--- src/rtl/adc_dma_pkg.sv ---
package adc_dma_pkg;
  // control bit positions; downstream decode depends on these
  localparam int unsigned WR_EN_BIT  = 0;
  localparam int unsigned BLK_EN_BIT = 2;
  localparam int unsigned EOG_EN_BIT = 3;
  localparam int unsigned BLK_LSB    = 16;
  localparam int unsigned REG_W      = 32;

  typedef enum logic [1:0] {
    MODE_OFF    = 2'd0,
    MODE_PER_WR = 2'd1,
    MODE_BLOCK  = 2'd2,
    MODE_EOG    = 2'd3
  } req_mode_e;
endpackage

--- src/rtl/adc_dma_ctrl_reg.sv ---
module adc_dma_ctrl_reg
  import adc_dma_pkg::*;
#(
  parameter int unsigned CNT_W = 9
) (
  input  logic             clk_i,
  input  logic             rst_ni,
  input  logic             wr_i,
  input  logic [REG_W-1:0] wdata_i,
  output logic [REG_W-1:0] rdata_o,
  output logic             wr_en_o,
  output logic             blk_en_o,
  output logic             eog_en_o,
  output logic [CNT_W-1:0] blk_nxt_o
);
  logic             wr_en_q, blk_en_q, eog_en_q;
  logic [CNT_W-1:0] blk_q;

  always_ff @(posedge clk_i or negedge rst_ni) begin
    if (!rst_ni) begin
      wr_en_q  <= 1'b0;
      blk_en_q <= 1'b0;
      eog_en_q <= 1'b0;
      blk_q    <= '0;
    end else if (wr_i) begin
      wr_en_q  <= wdata_i[WR_EN_BIT];
      blk_en_q <= wdata_i[BLK_EN_BIT];
      eog_en_q <= wdata_i[EOG_EN_BIT];
      blk_q    <= wdata_i[BLK_LSB +: CNT_W];
    end
  end

  always_comb begin
    rdata_o                     = '0;
    rdata_o[WR_EN_BIT]          = wr_en_q;
    rdata_o[BLK_EN_BIT]         = blk_en_q;
    rdata_o[EOG_EN_BIT]         = eog_en_q;
    rdata_o[BLK_LSB +: CNT_W]   = blk_q;
  end

  assign wr_en_o   = wr_en_q;
  assign blk_en_o  = blk_en_q;
  assign eog_en_o  = eog_en_q;
  // block count in force this cycle, including a write landing now
  assign blk_nxt_o = wr_i ? wdata_i[BLK_LSB +: CNT_W] : blk_q;
endmodule

--- src/rtl/adc_dma_thr_cnt.sv ---
module adc_dma_thr_cnt #(
  parameter int unsigned CNT_W = 9
) (
  input  logic             clk_i,
  input  logic             rst_ni,
  input  logic             load_i,
  input  logic [CNT_W-1:0] blk_i,
  input  logic             step_i,
  output logic [CNT_W-1:0] cnt_o,
  output logic             hit_o
);
  localparam logic [CNT_W-1:0] ONE = CNT_W'(1);

  logic [CNT_W-1:0] cnt_q, base, cnt_d;

  always_comb begin
    base  = load_i ? blk_i : cnt_q;
    hit_o = step_i && (base == ONE);
    cnt_d = base;
    if (step_i && base != '0) cnt_d = hit_o ? blk_i : base - ONE;
  end

  always_ff @(posedge clk_i or negedge rst_ni) begin
    if (!rst_ni) cnt_q <= '0;
    else         cnt_q <= cnt_d;
  end

  assign cnt_o = cnt_q;
endmodule

--- src/rtl/adc_dma_req_sel.sv ---
module adc_dma_req_sel
  import adc_dma_pkg::*;
(
  input  logic clk_i,
  input  logic rst_ni,
  input  logic wr_en_i,
  input  logic blk_en_i,
  input  logic eog_en_i,
  input  logic res_wr_i,
  input  logic grp_end_i,
  input  logic hit_i,
  output logic req_o
);
  req_mode_e mode;
  logic      req_d, req_q;

  always_comb begin
    if (eog_en_i)      mode = MODE_EOG;
    else if (blk_en_i) mode = MODE_BLOCK;
    else if (wr_en_i)  mode = MODE_PER_WR;
    else               mode = MODE_OFF;
  end

  always_comb begin
    unique case (mode)
      MODE_EOG:    req_d = grp_end_i;
      MODE_BLOCK:  req_d = hit_i;
      MODE_PER_WR: req_d = res_wr_i;
      default:     req_d = 1'b0;
    endcase
  end

  always_ff @(posedge clk_i or negedge rst_ni) begin
    if (!rst_ni) req_q <= 1'b0;
    else         req_q <= req_d;
  end

  assign req_o = req_q;
endmodule

--- src/rtl/adc_dma_req_gen.sv ---
module adc_dma_req_gen
  import adc_dma_pkg::*;
#(
  parameter int unsigned CNT_W = 9
) (
  input  logic             clk_i,
  input  logic             rst_ni,
  input  logic             reg_wr_i,
  input  logic [31:0]      reg_wdata_i,
  output logic [31:0]      reg_rdata_o,
  input  logic             res_wr_i,
  input  logic             grp_end_i,
  output logic             dma_req_o,
  output logic [CNT_W-1:0] thr_cnt_o
);
  logic             wr_en, blk_en, eog_en, hit;
  logic [CNT_W-1:0] blk_nxt;

  adc_dma_ctrl_reg #(.CNT_W(CNT_W)) u_ctrl (
    .clk_i    (clk_i),
    .rst_ni   (rst_ni),
    .wr_i     (reg_wr_i),
    .wdata_i  (reg_wdata_i),
    .rdata_o  (reg_rdata_o),
    .wr_en_o  (wr_en),
    .blk_en_o (blk_en),
    .eog_en_o (eog_en),
    .blk_nxt_o(blk_nxt)
  );

  adc_dma_thr_cnt #(.CNT_W(CNT_W)) u_cnt (
    .clk_i (clk_i),
    .rst_ni(rst_ni),
    .load_i(reg_wr_i),
    .blk_i (blk_nxt),
    .step_i(res_wr_i),
    .cnt_o (thr_cnt_o),
    .hit_o (hit)
  );

  adc_dma_req_sel u_sel (
    .clk_i    (clk_i),
    .rst_ni   (rst_ni),
    .wr_en_i  (wr_en),
    .blk_en_i (blk_en),
    .eog_en_i (eog_en),
    .res_wr_i (res_wr_i),
    .grp_end_i(grp_end_i),
    .hit_i    (hit),
    .req_o    (dma_req_o)
  );
endmodule

--- config.mk ---
export PLATFORM = sky130hd
export DESIGN_NAME = adc_dma_req_gen
export DESIGN_NICKNAME = d
export VERILOG_FILES = /design/src/rtl/adc_dma_pkg.sv /design/src/rtl/adc_dma_ctrl_reg.sv /design/src/rtl/adc_dma_thr_cnt.sv /design/src/rtl/adc_dma_req_sel.sv /design/src/rtl/adc_dma_req_gen.sv
export SDC_FILE = /design/constraint.sdc
export NUM_CORES = 1
export LEC_CHECK = 0
export BUFFER_PORTS_ARGS = -buffer_cell sky130_fd_sc_hd__buf_2
export CORE_AREA = 4 4 45 86
export DETAILED_ROUTE_END_ITERATION = 16
export DIE_AREA = 0 0 49 90
export PLACE_DENSITY = 0.82
export SLEW_MARGIN = 15
export SYNTH_ARGS = -nofsm -noshare
export SYNTH_HDL_FRONTEND = slang
export SYNTH_HIERARCHICAL = 1
export SYNTH_SLANG_ARGS = --single-unit
--- constraint.sdc ---
create_clock -name clk_i -period 5.4 [get_ports clk_i]
set_clock_uncertainty 0.1 [all_clocks]
set_input_delay 1.08 -clock clk_i [delete_from_list [all_inputs] [get_ports clk_i]]
set_output_delay 1.08 -clock clk_i [all_outputs]
set_load 0.01 [all_outputs]
## Word-level counts from Yosys, hierarchy flattened

Index checks and enable logic that the tools add are counted.

| cells by class | value |
|---|---|
| muxes and demuxes | 8 |
| add/sub/neg operators | 1 |
| reduce and logical (&&, ||, !) cells | 3 |
| eq/ne operators | 4 |

Operators by type and width:

| cell | number |
|---|---|
| $mux W9 | 4 |
| $eq A9 B1 Y1 const B | 1 |
| $reduce_bool A9 Y1 | 1 |
| $sub A9 B1 Y9 const B | 1 |
| $eq A2 B2 Y1 const B | 2 |
| $mux W2 | 2 |
| $pmux W1 S3 | 1 |
| $eq A2 B1 Y1 const B | 1 |
| $logic_and A1 B1 Y1 | 2 |
| $mux W1 | 1 |

| storage, ports and cells | value |
|---|---|
| flip-flop bits (word level) | 22 |
| logic and storage cells | 22 |

## Depth between registers and ports, before layout

Gate-level depths: netlist (run 1).

| depth | value |
|---|---|
| depth in word-level cells | 6 |
| gate-level depth with buffers | 11 |

## Cells and area by module

Netlist (run 1), hierarchy kept.

By module, submodules not included:

| module | seq. area each (µm²) | times used | area an instance (µm²) | cells an instance |
|---|---|---|---|---|
| adc_dma_thr_cnt | 225.2 | 1 | 802.0 | 100 |
| adc_dma_ctrl_reg | 300.3 | 1 | 660.6 | 49 |
| adc_dma_req_sel | 25.0 | 1 | 48.8 | 5 |

## Worst setup path before layout (run 1)

No wires, ideal clock.

| path | value |
|---|---|
| path kind | in2reg |
| start point | in reg_wr_i |
| end point | reg u_cnt.cnt_q[3] (netlist: u_cnt/cnt_o[3]) |
| path buffers | 2 |
| setup time | 0.130 ns |
| stages | 9 |
| arrival | 3.098 ns |
| required time | 5.170 ns |
| path slack | 2.072 ns |
| cell sequence | buf_6 mux2_4 or3b_1 a222oi_1 a31o_2 buf_4 a21oi_1 o32ai_1 nor3_1 |

| between the ends | value |
|---|---|
| word-level cells in the longest chain between the ends | 6 |
| elaborated cells between the ends (all ways) | 9 |

RTL lines:

| item | line | RTL |
|---|---|---|
| start, declared | adc_dma_req_gen.sv:8 | `input logic reg_wr_i,` |
| $mux W9 * | adc_dma_ctrl_reg.sv:45 | `assign blk_nxt_o = wr_i ? wdata_i[BLK_LSB +: CNT_W] : blk_q;` |
| named net blk_nxt[4] | adc_dma_req_gen.sv:17 | `logic [CNT_W-1:0] blk_nxt;` |
| $mux W9 * | adc_dma_thr_cnt.sv:17 | `base = load_i ? blk_i : cnt_q;` |
| $eq A9 B1 Y1 | adc_dma_thr_cnt.sv:18 | `hit_o = step_i && (base == ONE);` |
| $logic_and A1 B1 Y1 | adc_dma_thr_cnt.sv:18 |  |
| $mux W9 | adc_dma_thr_cnt.sv:20 | `if (step_i && base != '0) cnt_d = hit_o ? blk_i : base - ONE;` |
| $mux W9 * | adc_dma_thr_cnt.sv:20 |  |
| named net u_cnt.cnt_d[3] | adc_dma_thr_cnt.sv:14 | `logic [CNT_W-1:0] cnt_q, base, cnt_d;` |
| end signal, assigned | adc_dma_thr_cnt.sv:25 | `else cnt_q <= cnt_d;` |
| end, declared | adc_dma_thr_cnt.sv:14 |  |

The timed path passes the listed nets; every way through them passes the cells marked *.
A chain may end at the register's enable or synchronous reset.

## Worst setup path in the final report (run 1)

| path | value |
|---|---|
| start point | in reg_wr_i |
| end point | reg u_cnt.cnt_q[7] (netlist: u_cnt/cnt_o[7]) |

| between the ends | value |
|---|---|
| word-level cells in the longest chain between the ends | 6 |
| elaborated cells between the ends (all ways) | 9 |

RTL lines:

| item | line | RTL |
|---|---|---|
| $mux W9 | adc_dma_ctrl_reg.sv:45 |  |
| named net blk_nxt[6] | adc_dma_req_gen.sv:17 |  |
| $mux W9 | adc_dma_thr_cnt.sv:17 |  |
| $eq A9 B1 Y1 | adc_dma_thr_cnt.sv:18 |  |
| $logic_and A1 B1 Y1 | adc_dma_thr_cnt.sv:18 |  |
| named net hit | adc_dma_req_gen.sv:16 | `logic wr_en, blk_en, eog_en, hit;` |
| $mux W9 (2 in series) | adc_dma_thr_cnt.sv:20 |  |
| named net u_cnt.cnt_d[7] | adc_dma_thr_cnt.sv:14 |  |

The timed path passes the listed nets, and every way through them passes these cells.

==> out/qor.yml, run 1 <==
outcome:
  status: "finished, final reports clean"
final_layout:
  final_common_cell: "buf_2"
  diodes: 0
  drive_gt1_share_pct: 30.81
  area_delta_synth_final_pct: 10.51
  layout_common_cells: "buf_2 (38), dfrtp_1 (22), conb_1 (20)"
  finalNetCount: 226
critical_path:
  reg2reg_slack_ns: 2.39
  crit_arrival_ns: 4.30
  r2r_start: "u_ctrl/blk_q[6]"
  worstSetupEndpointType: "flip-flop"
  path_cells: "buf_2 > mux2_2 > or3b_1 > a222oi_1 > nand2_1 > clkinv_1 > nor2_1 > a2bb2oi_1 > o211a_1"
  ff2ff_path_depth: 8
  criticalPathCategory: "in2reg"
  path_max_fanout: 38
  reg2reg_to: "u_cnt/cnt_o[7]"
  max_stage_delay_ns: 0.60
  slowest_stage: "buf_2"
  cp-start-kind: "input pin"
  cp.required_ns: 5.51
pwr:
  power_density_nw_per_um2: 297.4
  ir_drop_mv: 0.1745
  power_leakage_nw: 0.8081
  finalPower_mw: 0.4968
job:
  maxCapViolCount: 0
die:
  die_w_um: 49
  fp.dieH_um: 90
  num_io_pins: 79
  die-area_um2: 4410
  initial_core_util_pct: 47.34
  core_um2: 3193
  placementRows: 29
worst_hold_path:
  hold-path-cell-count: 1
  holdPathEnd: "u_ctrl/blk_q[8]"
  hold_path_startpoint: "u_ctrl/blk_q[8]"
  hp-class: "reg2reg"
yosys:
  synth_edf_count: 0
  yosysWarnings: 6
  synth-seq-cells: 22
  synth_seq_area_share_pct: 36.42
  synthTopCellsByArea: "dfrtp_1 (36%), buf_4 (12%), mux2_4 (9.9%)"
  synth-main-ff-cell: "dfrtp_1"
  synthCells: 154
  syn_area_um2: 1511
  synth_top_area_share_pct: 36.42
  synth.distinct_cells: 44
  syn_avg_cell_area_um2: 9.815
  synth_top_cell_by_area: "dfrtp_1"
  synthArstFlopShare_pct: 100.0
grt:
  grt_max_degree: 39
  antenna_found_initial: 0
  grt_pass1_vias: 1242
  overflow: 0
  grt_usage_pct: 14.87
  grt_pass1_wl_um: 5354
clock_network:
  cts_sinks: 22
  clockRootBuffer: "clkbuf_8"
  htree_num_levels: 1
  cts_tree: "built"
  hold_buffers: 0
  cts_buffers: 3
  cts.path.max_buffers: 2
  clk_pin_slew_ns: 0.08
  cts_setup_buffers: 0
  clkLatencyLatePin_ns: 0.26
  cts_resized: 0
timing:
  max-slew-margin-rel_pct: 21.87
  final.period_utilization_pct: 77.59
  setup_tns_ns: 0
  drv_slew: 0
  fin_crit_ns: 4.190
  hold_viol_final: 0
  fin_ws_ns: 1.210
  rsz0062_at_grt: "no"
  finalSetupViolCount: 0
  fmax_mhz: 238.7
  worst_pin_slew_ns: 1.167
routing:
  drt_first_iter_violations: 50
  viasPerCell: 5.690
  wire_per_inst_um: 15.87
  drc_errors: 0
  drt_wl_total_um: 3427
  firstDrtPassIters: 4
  vias: 1229
  antenna_left: 0
place:
  pre_cts_slack_ns: 0.9878
  io_buffer_count: 38
  place_congestion: 0.7770
  hpwl_um: 2456
## layout make-up
type / instances / area [um2]
fill: 311 / 1523
multi-input combinational: 117 / 804.5
sequential: 22 / 550.5
timing repair buffer: 38 / 190.2
clock buffer: 3 / 41.29
tap: 31 / 38.79
clock inverter: 1 / 30.03
inverter: 4 / 15.01
## synth_stat cells (all sizes together) (2+ instances only)
library cell	count
a22oi	3
mux2i	5
o22ai	4
or3b	3
ha	3
o211ai	2
mux2	12
nor2	5
a21oi	11
nor3	8
o32ai	2
dfrtp	22
inv	3
buf	28
nor2b	3
clkbuf	2
o21ai	4
a21o	2
or3	4
nand2	9
nand2b	2
## worst max-delay path by stage
| stage | depth (start not counted) | startpoint | end | slack (ns) |
|---|---|---|---|---|
| global placement | 9 | reg_wr_i | u_cnt/cnt_o[7] | 1.01 |
| floorplan | 9 | reg_wr_i | u_cnt/cnt_o[3] | 2.07 |
| finish | 9 | reg_wr_i | u_cnt/cnt_o[7] | 1.21 |
| detailed placement | 9 | reg_wr_i | u_cnt/cnt_o[7] | 0.99 |
| CTS | 9 | reg_wr_i | u_cnt/cnt_o[7] | 1.27 |
| global route | 9 | reg_wr_i | u_cnt/cnt_o[7] | 1.06 |
## critical path: cells and delay by family
kind	cells	cell delay, ns
AOI/OAI and AO/OA	3	0.89
and+or+nand+nor	3	1.03
muxes	1	0.46
buffers and inverters	2	0.84
## routing by layer
layer  part of all wire [%]  global-route usage (%)  up-vias
met3                    7.1                   1.490       14
met4                    4.0                   12.36        0
met2                     54                   26.53       69
met5                      0                       0        -
li1                       -                       -      578
met1                     35                   14.52      568
## power breakdown
part | switching [mW] | internal, mW
Clock | 0.0580 | 0.0991
Sequential | 0.0168 | 0.187
Combinational | 0.0778 | 0.0582
## state kept, by name, summed over array words and instances, names as in the netlist
name             count
u_ctrl/eog_en_o      1
u_sel/req_o          1
u_cnt/cnt_o          9
u_ctrl/wr_en_o       1
u_ctrl/blk_q         9
u_ctrl/blk_en_o      1
## cell families (layout without fill, tap and decap cells)
group / count (synthesis) / in the layout / share of synthesized area, %
flops: 22 / 22 / 36.42
buf+inv: 34 / 46 / 15.07
fa+ha+maj: 3 / 3 / 2.484
mux: 17 / 17 / 14.73
other cells: 1 / 20 / 0.2481
simple gates: 41 / 41 / 15.15
compound gates: 36 / 36 / 15.89
## stage by stage
stage / cell area [um2] / hold WS (ns) / util [%] / instances
floorplan: 1583 / 0.4062 / - / 173
global placement: 1599 / 0.4145 / 50.08 / 212
detailed placement: 1599 / 0.4151 / 50.08 / 212
CTS: 1670 / 0.4347 / 52.31 / 216
global route: 1670 / 0.4470 / 52.31 / 216
finish: 1670 / 0.4310 / 52.31 / 216
Note: power is estimated with default switching activity, not from simulation.
==> run 2, diff against run 1 <==
Settings changed: ABC_AREA from default to 1, CORE_AREA 4 4 45 86 to 4 4 51 98, DIE_AREA 0 0 49 90 to 0 0 55 102, PLACE_DENSITY 0.82 to 0.73.
Clock period 5.4 ns to 3.84 ns, I/O delays scaled along.
==> out/qor.yml, run 2 <==
routing:
  drt_wl_total_um: 3709
  vias: 1498
  wire_per_inst_um: 11.07
  drc_errors: 0
  antenna_left: 0
  firstDrtPassIters: 4
  drt_first_iter_violations: 13
  viasPerCell: 4.472
yosys:
  synthArstFlopShare_pct: 100.0
  yosys-mux-area-fraction_pct: 0
  synthCells: 248
  synth_edf_count: 0
  synth-main-ff-cell: "dfrtp_1"
  synth_compound_area_share_pct: 3.061
  yosysMostFrequentCell: "nand2_1"
  synth_common_cells: "nand2_1 (107), buf_4 (25), inv_1 (23)"
  synthTopCellsByArea: "dfrtp_1 (32%), nand2_1 (23%), buf_4 (11%)"
  synth.distinct_cells: 22
  synthXorXnorAreaFrac_pct: 0
  synthAdderAreaFrac_pct: 2.187
  syn_area_um2: 1717
  synth_top_family_by_area: "simple AND/OR/NAND/NOR gates"
  synth_top_cell_by_area: "dfrtp_1"
  syn_avg_cell_area_um2: 6.922
  synth-seq-cells: 22
  synth_top_area_share_pct: 32.07
  synth-simple-area-share_pct: 41.55
  yosysWarnings: 6
  synth_seq_area_share_pct: 32.07
timing:
  setup_tns_ns: 0
  finalSetupViolCount: 0
  rsz0062_at_grt: "no"
  final.period_utilization_pct: 65.07
  hold_slack_ns: 0.3624
  max-slew-margin-rel_pct: 66.52
  fin_ws_ns: 1.341
  fin_crit_ns: 2.499
  fmax_mhz: 400.2
  worst_pin_slew_ns: 0.5022
  drv_slew: 0
  hold_viol_final: 0
clock_network:
  cts_tree: "built"
  clockRootBuffer: "clkbuf_8"
  cts.path.max_buffers: 2
  cts_resized: 0
  htree_num_levels: 1
  cts_buffers: 3
  clk_pin_slew_ns: 0.07
  cts_sinks: 22
  hold_buffers: 0
  clkLatencyLatePin_ns: 0.26
  cts_setup_buffers: 0
die:
  placementRows: 34
  die_w_um: 55
  num_io_pins: 79
  fp.dieH_um: 102
  core_um2: 4297
  die-area_um2: 5610
  initial_core_util_pct: 39.95
critical_path:
  cp-start-kind: "input pin"
  path_max_fanout: 16
  criticalPathCategory: "in2reg"
  cp.required_ns: 3.90
  reg2reg_slack_ns: 1.82
  worstSetupEndpointType: "flip-flop"
  crit_arrival_ns: 2.56
worst_hold_path:
  hp-class: "in2async"
final_layout:
  finalNetCount: 323
  final_common_cell: "nand2_1"
  area_delta_synth_final_pct: 8.163
  drive_gt1_share_pct: 24.91
  layout_common_cells: "nand2_1 (107), buf_2 (38), inv_1 (23)"
  design_area_um2: 1857
  diodes: 0
grt:
  grt_max_degree: 23
  grt_pass1_vias: 1397
  grt_usage_pct: 14.12
  overflow: 0
  grt_pass1_wl_um: 5892
  antenna_found_initial: 0
place:
  place_congestion: 0.9240
  placed_cell_area_um2: 1815
  pre_cts_slack_ns: 1.051
  io_buffer_count: 38
  hpwl_um: 2966
pwr:
  power_density_nw_per_um2: 352.4
  ir_drop_mv: 0.1468
  finalPower_mw: 0.6543
  power_leakage_nw: 1.112
job:
  maxCapViolCount: 0
outcome:
  status: "finished, final reports clean"
run 2: power breakdown:
| group | switching [mW] | leakage, nW | total, mW | internal [mW] |
|---|---|---|---|---|
| combinational | 0.154 | 0.819 | 0.234 | 0.0802 |
| sequential | 0.0161 | 0.271 | 0.276 | 0.260 |
| clock | 0.0737 | 0.0216 | 0.144 | 0.0702 |
| total | 0.244 | 1.11 | 0.654 | 0.411 |
run 2: path summary, 6_finish.rpt:
kind | start | endpoint | cells past startpoint
worst max-delay path | reg_wr_i | u_cnt/cnt_o[6] | 15
worst min-delay path | rst_ni | u_ctrl/blk_q[6] | 1
worst max register to register | u_ctrl/blk_q[0] | u_cnt/cnt_o[6] | 13
worst min register to register | u_ctrl/blk_q[0] | u_ctrl/blk_q[0] | 2
max in group asynchronous | rst_ni | u_cnt/cnt_o[3] | 1
min in group clk_i | u_ctrl/blk_q[0] | u_ctrl/blk_q[0] | 2
run 2: logic make-up (layout without fill, tap and decap cells):
family | count (synthesis) | after routing
DFF | 22 | 22
buffers and inverters | 57 | 71
AOI/OAI and AO/OA | 9 | 9
and+or+nand+nor | 156 | 156
adders and majority gates | 3 | 3
other | 1 | 20
run 2: per-stage QoR:
| stage | std cells | utilization (%) |
|---|---|---|
| floorplan | 267 | - |
| global placement | 332 | 42.25 |
| detailed placement | 332 | 42.25 |
| CTS | 335 | 43.21 |
| global route | 335 | 43.21 |
| finish | 335 | 43.21 |
run 2: area by class of cell:
type	count	area, um2
Fill cell	458	2440
Multi-Input combinational cell	188	878.3
Sequential cell	22	550.5
Timing Repair Buffer	41	212.7
Inverter	27	106.4
Tap cell	54	67.56
Clock buffer	3	41.29
run 2: routing by layer:
layer  wire (um)  vias up  global-route usage (%)
met5           0        -                       0
met4          88        0                   8.427
met3         230        6                   1.168
met2        2028       56                   25.82
met1        1361      669                   14.52
li1            -      767                       -
run 2: worst max-delay path, stage by stage:
cell	delay [ns]
buf_2	0.11
buf_4	0.19
buf_4	0.21
nand2_1	0.07
nand2_1	0.09
inv_1	0.07
nand2_1	0.05
nand2_2	0.11
nand2_2	0.07
nor2_4	0.12
nand3_1	0.10
nand2_2	0.21
inv_1	0.20
nand3_1	0.13
nand2_1	0.05
==> run 3, diff against run 2 <==
Settings changed: CORE_AREA 4 4 51 98 to 4 4 48 93, DIE_AREA 0 0 55 102 to 0 0 52 97, PLACE_DENSITY 0.73 to 0.78.
Clock period 3.84 ns to 2.3 ns, I/O delays scaled along.
==> out/qor.yml, run 3 (synthesized netlist as in run 2, its figures left out) <==
clock_network:
  cts_buffers: 3
  clkLatencyLatePin_ns: 0.26
  cts.path.max_buffers: 2
  htree_num_levels: 1
  cts_sinks: 22
  cts_tree: "built"
  cts_setup_buffers: 0
  clk_pin_slew_ns: 0.08
  clockRootBuffer: "clkbuf_8"
timing:
  fmax_mhz: 473.3
  drv_slew: 0
  hold_viol_final: 0
  fin_crit_ns: 2.113
  hold_slack_ns: 0.05422
  max-slew-margin-rel_pct: 66.57
  finalSetupViolCount: 0
  rsz0062_at_grt: "no"
  worst_pin_slew_ns: 0.5015
  final.period_utilization_pct: 91.85
critical_path:
  cp.required_ns: 2.36
  cp-start-kind: "input pin"
  worstSetupEndpointType: "flip-flop"
  ff2ff_path_depth: 14
  criticalPathCategory: "in2reg"
  path_max_fanout: 9
  crit_arrival_ns: 2.17
pwr:
  p_comb_share_pct: 37.7
  power_leakage_nw: 1.185
  power_density_nw_per_um2: 574.1
  p_int_mw: 0.7133
  ir_drop_mv: 0.2439
  power_switching_share_pct: 36.87
  power_frac_seq_pct: 40.8
  p_sw_mw: 0.4166
  clkPwrFrac_pct: 21.5
place:
  hpwl_um: 3004
  dp_cells: 344
  io_buffer_count: 38
  place_congestion: 0.8210
routing:
  antenna_left: 0
  wire_per_inst_um: 10.82
  drt_wl_total_um: 3754
  firstDrtPassIters: 4
  drt_first_iter_violations: 39
  viasPerCell: 4.481
  vias: 1555
  drc_errors: 0
die:
  num_io_pins: 79
  fp.dieH_um: 97
  initial_core_util_pct: 45.13
  placementRows: 32
  die-area_um2: 5044
  die_w_um: 52
  core_um2: 3804
grt:
  grt_usage_pct: 16.11
  overflow: 0
  antenna_found_initial: 0
  grt_pass1_wl_um: 6341
  grt_max_degree: 23
  grt_pass1_vias: 1464
final_layout:
  drive_gt1_share_pct: 29.05
  final_common_cell: "nand2_1"
  diodes: 0
  seq_area_um2: 550.5
  fillers: 382
  fin_cells: 347
  area_delta_synth_final_pct: 14.65
  layout_common_cells: "nand2_1 (107), buf_2 (38), inv_1 (23)"
  finalNetCount: 338
  multi_input_comb_area_um2: 880.8
  fin_util_pct: 51.74
job:
  maxCapViolCount: 0
worst_hold_path:
  hp-class: "in2async"
outcome:
  status: "finished, final reports clean"
[run 3: cell types whose count changed in the layout (fill, tap and decap cells not counted), sizes merged]
cell	change
buf	+15
[run 3: layout make-up]
class | instances | share of cell area (%)
clock buffers | 3 | 2.098
multi-input cells | 188 | 44.76
repair buffers | 56 | 16.53
well taps | 51 | 3.242
inverters | 27 | 5.404
flip-flops and latches | 22 | 27.97
[run 3: worst max-delay path, stage by stage]
cell and delay, ns:
buf_2 0.24, inv_2 0.07, nand2_1 0.07, nand2_1 0.07, inv_1 0.08, nand2_1 0.05, o21ai_1 0.12, buf_4 0.16
ha_1 0.16, nand3_1 0.15, nor2_1 0.22, nand2_1 0.07, nand2_1 0.07, nand3_2 0.05, nand3_1 0.07, nand2_1 0.05
[run 3: stage by stage]
| stage | instance area (um2) | total power [mW] | setup WS, ns | TNS [ns] |
|---|---|---|---|---|
| floorplan | 1788 | 0.7830 | 0.2668 | 0 |
| global placement | 1924 | 0.8865 | -0.05933 | -0.09305 |
| detailed placement | 1924 | 0.8949 | -0.09160 | -0.2196 |
| CTS | 1966 | 1.135 | 0.1580 | 0 |
| global route | 1968 | 1.214 | 0.004087 | 0 |
| finish | 1968 | 1.130 | 0.1874 | 0 |
[run 3: routing by layer]
metal | wire length (um) | vias up | GRT usage (%)
met5 | 0 | - | 0
met4 | 90 | 0 | 6.869
met3 | 284 | 8 | 0.9245
met2 | 2019 | 74 | 29.97
met1 | 1360 | 669 | 17.58
li1 | - | 804 | -
[run 3: path summary, 6_finish.rpt]
kind | slack [ns] | start | end
setup / recovery | 0.19 | reg_wr_i | u_cnt/cnt_o[6]
hold / removal | 0.05 | rst_ni | u_ctrl/blk_q[0]
setup reg to reg | 0.32 | u_ctrl/blk_q[0] | u_cnt/cnt_o[6]
hold reg to reg | 0.40 | u_ctrl/wr_en_o | u_ctrl/wr_en_o
max in group asynchronous | 1.70 | rst_ni | u_cnt/cnt_o[3]
min in group clk_i | 0.30 | reg_wdata_i[3] | u_ctrl/eog_en_o
[run 3: timing repair]
item | 4_1_cts | 5_1_grt
gates resized for setup | 0 | 1
endpoints found under the setup margin | 0 | 1
hold buffers | 0 | 0
[run 3: power groups by stage]
stage / sequential [mW] / combinational, mW / clock [mW]
after floorplan: 0.491 / 0.292 / 0
final: 0.461 / 0.426 / 0.243
after detailed placement: 0.469 / 0.426 / 0
after global routing: 0.468 / 0.480 / 0.265
after CTS: 0.462 / 0.428 / 0.245
after global placement: 0.468 / 0.418 / 0
